**src/rtl/nic_pkg.sv**
```systemverilog
package nic_pkg;
  localparam int NMASK = 4;
  localparam int NLINE = NMASK + 1;
  localparam int IW    = $clog2(NLINE + 1);
  localparam int IDW   = 4;
  localparam int VW    = 8;

  typedef logic [IW-1:0] idx_t;

  // Rank index: 0 = non-maskable, 1..NMASK = irq_req[0..NMASK-1].
  function automatic logic [IDW-1:0] line_id(idx_t i);
    return IDW'(9 - int'(i));
  endfunction

  function automatic logic [VW-1:0] line_vec(idx_t i);
    case (i)
      idx_t'(0): return 8'h10;
      idx_t'(1): return 8'h14;
      idx_t'(2): return 8'h18;
      idx_t'(3): return 8'h1B;
      default:   return 8'h1D;
    endcase
  endfunction

  function automatic idx_t first_set(logic [NLINE-1:0] v);
    idx_t r = idx_t'(NLINE);
    for (int k = NLINE - 1; k >= 0; k--)
      if (v[k]) r = idx_t'(k);
    return r;
  endfunction
endpackage

```
**src/rtl/nic_sync.sv**
```systemverilog
module nic_sync #(
  parameter int W = 5
) (
  input  logic         clk,
  input  logic         rst,
  input  logic [W-1:0] d,
  output logic [W-1:0] rise
);
  for (genvar g = 0; g < W; g++) begin : g_line
    logic s1, s2, s3;
    always_ff @(posedge clk) begin
      if (rst) begin
        s1 <= 1'b0;
        s2 <= 1'b0;
        s3 <= 1'b0;
      end else begin
        s1 <= d[g];
        s2 <= s1;
        s3 <= s2;
      end
    end
    assign rise[g] = s2 & ~s3;
  end
endmodule

```
**src/rtl/nic_arbiter.sv**
```systemverilog
module nic_arbiter
  import nic_pkg::*;
(
  input  logic [NLINE-1:0] elig,
  input  logic [NLINE-1:0] isr,
  output logic             win_valid,
  output idx_t             win_idx,
  output idx_t             ceil_idx
);
  assign win_idx   = first_set(elig);
  assign ceil_idx  = first_set(isr);
  assign win_valid = (elig != '0) && (win_idx < ceil_idx);
endmodule

```
**src/rtl/nest_irq_ctrl.sv**
```systemverilog
module nest_irq_ctrl
  import nic_pkg::*;
(
  input  logic             clk,
  input  logic             rst,
  input  logic             nmi_req,
  input  logic [NMASK-1:0] irq_req,
  input  logic             mask_we,
  input  logic [NMASK-1:0] mask_wdata,
  input  logic             ack_i,
  input  logic             eoi_i,
  output logic [NMASK-1:0] mask_q,
  output logic             int_o,
  output logic [IDW-1:0]   irq_id_o,
  output logic [VW-1:0]    vec_o
);
  logic [NLINE-1:0] rise, pend_q, isr_q, elig, ack_oh, eoi_oh;
  logic             pres_v, win_valid, cap_fire, ack_fire, eoi_fire;
  idx_t             pres_idx, win_idx, ceil_idx, cap_idx;

  nic_sync #(.W(NLINE)) u_sync (
    .clk (clk),
    .rst (rst),
    .d   ({irq_req, nmi_req}),
    .rise(rise)
  );

  assign elig = pend_q & {~mask_q, 1'b1};

  nic_arbiter u_arb (
    .elig     (elig),
    .isr      (isr_q),
    .win_valid(win_valid),
    .win_idx  (win_idx),
    .ceil_idx (ceil_idx)
  );

  assign cap_fire = !pres_v && win_valid;
  assign cap_idx  = win_idx;
  assign ack_fire = ack_i && pres_v;
  assign eoi_fire = eoi_i && (ceil_idx != idx_t'(NLINE));
  assign ack_oh   = ack_fire ? (NLINE'(1) << pres_idx) : '0;
  assign eoi_oh   = eoi_fire ? (NLINE'(1) << ceil_idx) : '0;

  always_ff @(posedge clk) begin
    if (rst) begin
      mask_q   <= '1;
      pend_q   <= '0;
      isr_q    <= '0;
      pres_v   <= 1'b0;
      pres_idx <= '0;
    end else begin
      if (mask_we) mask_q <= mask_wdata;
      pend_q <= (pend_q & ~ack_oh) | rise;
      isr_q  <= (isr_q & ~eoi_oh) | ack_oh;
      if (ack_fire) begin
        pres_v <= 1'b0;
      end else if (cap_fire) begin
        pres_v   <= 1'b1;
        pres_idx <= cap_idx;
      end
    end
  end

  assign int_o    = pres_v;
  assign irq_id_o = pres_v ? line_id(pres_idx) : '0;
  assign vec_o    = pres_v ? line_vec(pres_idx) : '0;
endmodule

```
**config.mk**
```make
export PLATFORM = sky130hd
export DESIGN_NAME = nest_irq_ctrl
export DESIGN_NICKNAME = d
export VERILOG_FILES = /design/src/rtl/nic_pkg.sv /design/src/rtl/nic_sync.sv /design/src/rtl/nic_arbiter.sv /design/src/rtl/nest_irq_ctrl.sv
export SDC_FILE = /design/constraint.sdc
export NUM_CORES = 1
export LEC_CHECK = 0
export CAP_MARGIN = 0
export CORE_AREA = 10 10 86 51
export DETAILED_ROUTE_END_ITERATION = 8
export DIE_AREA = 0 0 96 61
export DONT_BUFFER_PORTS = 1
export HOLD_SLACK_MARGIN = 0.05
export PLACE_DENSITY = 0.6
export SYNTH_ARGS = -nofsm -noshare
export SYNTH_HDL_FRONTEND = slang
export SYNTH_SLANG_ARGS = --single-unit
```
**constraint.sdc**
```tcl
create_clock -name clk -period 3 [get_ports clk]
set_input_delay 0 -clock clk [delete_from_list [all_inputs] [get_ports clk]]
set_output_delay 0 -clock clk [all_outputs]
set_load 0.005 [all_outputs]
```
* After elaboration in Yosys (flattened, before gate mapping)
Cells that the tools add are included.
** Cells by class
- Add/sub/neg operators :: 1
- Magnitude comparators :: 1
- Equal/unequal tests :: 4
- Shift operators :: 2
- Multiplexer cells :: 15
- Bitwise gates (word level) :: 19
- Reductions and logical operators :: 9
** Operator list (count)
- 3-bit two-way mux :: 8
- 4-bit case mux with 4 select lines :: 1
- 5-bit bitwise AND :: 3
- 5-bit two-way mux :: 2
- 5-bit inverter :: 2
- 5-bit bitwise OR :: 2
- 1-bit by 3-bit left shift with 5-bit output, first input constant :: 2
- 8-bit two-way mux :: 1
- 3-bit by 2-bit == test with 1-bit output, second input constant :: 2
- 1-bit inverter :: 6
- 1-bit bitwise AND :: 5
- 5-bit nonzero test :: 1
- 1-bit logical AND :: 4
- 4-bit two-way mux :: 1
- 4-bit inverter :: 1
- 4-bit by 3-bit subtractor with 4-bit output, first input constant :: 1
- 3-bit by 1-bit == test with 1-bit output, second input constant :: 1
- 3-bit logical NOT :: 1
- 3-bit < comparator :: 1
- 3-bit inequality test, second input constant :: 1
- 1-bit two-way mux :: 2
- 2-bit AND reduction :: 1
- 2-bit OR reduction :: 1
- 1-bit logical NOT :: 1
** Storage, ports and cells
- Register bits :: 33
- Bits of input ports :: 14
- Output and inout bits :: 17
- Logic and storage cells :: 71

* Longest topological paths before layout
- Depth after elaboration :: 11
- Gate-level depth with buffers :: 8
- Depth with buffers taken out :: 8

* Cells and area by module
Synthesis repeated with hierarchy kept, for this count alone.
** Unflattened totals
- Cells, all modules :: 157
- Area, all modules :: 1473.9 um^2
** Modules (own cells, without submodules)
- nest_irq_ctrl :: times used 1, cells each 99, area each 873.3 um^2, seq. area each 360.3 um^2
- nic_sync :: times used 1, cells each 36, area each 464.2 um^2, seq. area each 300.3 um^2
- nic_arbiter :: times used 1, cells each 22, area each 136.4 um^2, seq. area each 0.0 um^2

* Worst setup path after synthesis
OpenSTA, ideal clock, no wires.
- Path kind :: reg2reg
- Start point :: register mask_q[0]
- End point :: register pres_idx[2]
- Library setup time :: 0.071 ns
- Data arrival time :: 1.730 ns
- Required time :: 2.929 ns
- Setup slack :: 1.200 ns
- Stages on the path, launching flop included :: 8
- Buffers on the path :: 0
- Clock period less this slack :: 1.800 ns
- Cells stage by stage :: dfxtp_1 > nor2b_4 > nor4_4 > ha_1 > o21ai_0 > a211o_1 > a31o_1 > a21oi_1
** On the way
- Longest elaborated chain between the ends :: 8
- Elaborated cells between the ends (all ways) :: 9
- Classes of those cells :: order compare: 1; mux: 2; bitwise: 2; reduce/logical: 4
** RTL lines
- start, declared :: RTL line nest_irq_ctrl.sv:12 : output logic [NMASK-1:0] mask_q,
- start signal, assigned :: RTL line nest_irq_ctrl.sv:53 : if (mask_we) mask_q <= mask_wdata;
- 4-bit inverter * :: RTL line nest_irq_ctrl.sv:28 : assign elig = pend_q & {~mask_q, 1'b1};
- 5-bit bitwise AND * :: RTL line nest_irq_ctrl.sv:28
- 3-bit two-way mux * (2 in series) :: RTL line nic_pkg.sv:28 : if (v[k]) r = idx_t'(k);
- via cap_idx[2] :: RTL line nest_irq_ctrl.sv:19 : idx_t pres_idx, win_idx, ceil_idx, cap_idx;
- 3-bit < comparator :: RTL line nic_arbiter.sv:12 : assign win_valid = (elig != '0) && (win_idx < ceil_idx);
- 1-bit logical AND :: RTL line nic_arbiter.sv:12
- 1-bit logical AND :: RTL line nest_irq_ctrl.sv:38 : assign cap_fire = !pres_v && win_valid;
- 2-bit AND reduction (no line)
- end signal, assigned :: RTL line nest_irq_ctrl.sv:60 : pres_idx <= cap_idx;
- end, declared :: RTL line nest_irq_ctrl.sv:19
Mark *: on every way through the listed nets, which the timed path passes. The rest lies on a longest branch.
A chain may end at the register's enable or synchronous reset.

* Worst setup path after layout
- Start point :: register mask_q[2]
- End point :: register pres_idx[1]
** On the way
- Longest elaborated chain between the ends :: 10
- Elaborated cells between the ends (all ways) :: 11
- Classes of those cells :: order compare: 1; mux: 4; bitwise: 2; reduce/logical: 4
** RTL lines (RTL line)
- 4-bit inverter * :: nest_irq_ctrl.sv:28
- 5-bit bitwise AND * :: nest_irq_ctrl.sv:28
- 3-bit two-way mux * (4 in series) :: nic_pkg.sv:28
- via cap_idx[1] :: nest_irq_ctrl.sv:19
- 3-bit < comparator :: nic_arbiter.sv:12
- 1-bit logical AND :: nic_arbiter.sv:12
- 1-bit logical AND :: nest_irq_ctrl.sv:38
- 2-bit AND reduction (no line)
Marks and branches as above.

==> flow_summary.toml <==
[routing]
wl_met1_um = 1347
wirelength_um = 3025
vias = 1050
viasPerCell = 5.172
met2_wirelength_um = 1362
drc = 0
drt_iter0_drc = 45
routed.top_layer = "met4"
wire_per_inst_um = 14.90
wl_met3_um = 271
ant_nets = 0
first_pass_iters = 5

[critical_path]
rr_worst_depth = 8
critPathCaptureType = "flop"
critPathLaunchType = "flop"
crit_path_max_incr_delay_ns = 0.37
r2r_slack_ns = 0.93
r2r-end = "pres_idx[1]"
cp_slowest_cell = "dfxtp_1"
crit_chain = "nor2b_4 > nor2_1 > nor3_1 > ha_1 > o21ai_0 > a211o_1 > a31o_1 > a21oi_1"
cp.required_ns = 3.11
r2r_start = "mask_q[2]"
setup.worst_path.class = "flop to flop"
cp_max_fo = 5
cp_data_arrival_time_ns = 2.18

[worst_hold_path]
holdPathStages = 2
min_path_type = "input port to flop"
min_from = "mask_wdata[3]"
min_to = "mask_q[3]"

[clock_network]
cts_tree = "done"
cts.sinks = 33
cts_hold_buf = 15
cts_resized = 0
cts_buffers = 5
htree_levels = 2
insertion_delay_ns = 0.28
clockRootBuffer = "clkbuf_8"
cts_setup_buffers = 0
clkTransAtPathRegs_ns = 0.07
cts_buffer_depth = 2

[grt]
grt-ovfl-total = 0
grt_usage = 0.1087
grt_pass1_vias = 1002
antenna_found_initial = 0
grt_max_degree = 34
grt_pass1_wl_um = 4747

[final_layout]
fillers = 274
synthToLayoutAreaGrowth_pct = 17.66
final_common_cell = "dfxtp_1"
final_cell_mix = "33 x dfxtp_1, 27 x nor2b_1, 15 x dlygate4sd3_1"
multiInputGateArea_um2 = 666.9
diodes = 0
seqCellArea_um2 = 660.6
drive_gt1_frac = 0.07975
layout.nets = 179

[sta]
tns_ns = 0
worstMarginPinSlew_ns = 1.139
fin_ws_ns = 0.9332
fmax_mhz = 483.8
timing.final.hold_violations = 0
relSlewSlack = 0.2382
slew_violations = 0
clock_skew_ns = 0.006386
period_share = 0.6889
setup_violations = 0
min_period_ns = 2.067
grt_setup_unrepaired = "no"

[floorplanning]
die_y_um = 61
start_util = 0.4808
core_area_um2 = 2873
pin_count = 31
fp-row-count = 14
die_w_um = 96
dieArea_um2 = 5856

[logic_synthesis]
ys_seq_area_frac = 0.4783
postSynthRegisterBits = 33
synth_cell_types = 29
yosys_warnings = 0
synth_largest_area_cell = "dfxtp_1"
syn-instance-count = 146
avgSynthCellArea_um2 = 9.461
ys_top_cells_by_area = "dfxtp_1 48%, nor2b_1 12%, a21oi_1 5.1%, a211o_1 3.2%, nor2_1 3.0%"
syn-cell-area_um2 = 1381
yosys.area.top_type_share = 0.4783

[pwr]
p_int_w = 0.0006588
cellPowerDensity_nw_per_um2 = 535.0
clock_power_share = 0.362
ir_worst_vdd_v = 0.0003407
seqPwrFrac = 0.544
comb_power_share = 0.094
leakage_nw = 0.6373
power_switching_w = 0.0002107
p_sw_frac = 0.2423

[place]
place_worst_setup_slack_ns = 1.011
gp_congestion = 0.8029
port_buffers = 0
hpwl_um = 2247

[flow_run]
maxCapViolCount = 0

[outcome]
outcome = "completed"
==> final cells by class <==
type,instances,area share
flip-flops and latches,33,0.4065
repair buffers,15,0.09238
inverters,4,0.009238
clock buffers,6,0.04465
well taps,40,0.03079
multi-input cells,103,0.4103
clock inverters,2,0.006159
==> flip-flops by register name (all words and copies together), names as in the netlist <==
register          flops
int_o                 1
u_sync.g_line.s2      5
isr_q                 5
u_sync.g_line.s1      5
mask_q                4
pend_q                5
u_sync.g_line.s3      5
pres_idx              3
==> cells in the mapped netlist <==
library cell / n
buf_4: 4
ha_1: 3
nand4_1: 3
a211o_1: 5
nor4_4: 1
nor2_1: 11
buf_2: 1
a21o_1: 2
a311oi_1: 1
conb_1: 1
a31o_1: 2
o21bai_1: 2
nand2b_1: 2
and2_1: 4
nor2b_1: 27
inv_1: 4
dfxtp_1: 33
o31ai_1: 1
o21a_1: 1
a21oi_1: 14
nor2b_4: 3
clkbuf_1: 3
nand2_1: 7
a211oi_4: 1
o21ai_0: 4
a21o_2: 1
nor3_1: 2
a32oi_1: 1
nand3_1: 2
==> worst max-delay path: cells and delay by family (launching register included) <==
family                     cells  cell delay (ns)
AOI/OAI and AO/OA              4             0.74
adders and majority gates      1             0.29
DFF                            1             0.37
and+or+nand+nor                3             0.50
==> routing by layer <==
layer,global-route usage,up-vias
met5,0,-
met4,0.04384,0
met3,0.05665,6
met2,0.1630,34
met1,0.1293,485
li1,-,525
==> worst max-delay path by stage <==
stage	to	depth (start not counted)	start
final	pres_idx[1]	8	mask_q[2]
after global routing	pres_idx[1]	8	mask_q[2]
after CTS	pres_idx[1]	8	mask_q[2]
after detailed placement	pres_idx[2]	8	mask_q[2]
after global placement	pres_idx[1]	7	mask_q[0]
after floorplan	pres_idx[2]	7	mask_q[0]
==> through the flow <==
step	hold slack (ns)	total power (W)	utilization	std cells	instance area (µm²)
floorplan	0.07161	0.0005377	-	148	1389
global placement	0.07482	0.0005383	0.4848	180	1393
detailed placement	0.07531	0.0005428	0.4848	180	1393
CTS	0.3625	0.0008785	0.5658	203	1625
global route	0.3973	0.0009110	0.5658	203	1625
finish	0.3801	0.0008696	0.5658	203	1625
==> power by group through the flow <==
stage / sequential [W] / combinational [W] / clock (W)
after CTS: 0.000474 / 0.0000816 / 0.000323
after detailed placement: 0.000483 / 0.0000595 / 0
after global routing: 0.000476 / 0.0000909 / 0.000344
after floorplan: 0.000476 / 0.0000612 / 0
after global placement: 0.000483 / 0.0000556 / 0
final: 0.000473 / 0.0000819 / 0.000314
==> logic make-up (layout without fill, tap and decap cells) <==
kind of cell               after synthesis  count (layout)  synth area share
AOI/OAI and AO/OA                       35              35            0.1757
and+or+nand+nor                         62              62            0.2717
other                                    1               3          0.002715
adders and majority gates                3               3           0.02718
DFF                                     33              33            0.4783
buffers and inverters                   12              27           0.04438
(Power assumes the default switching activity.)
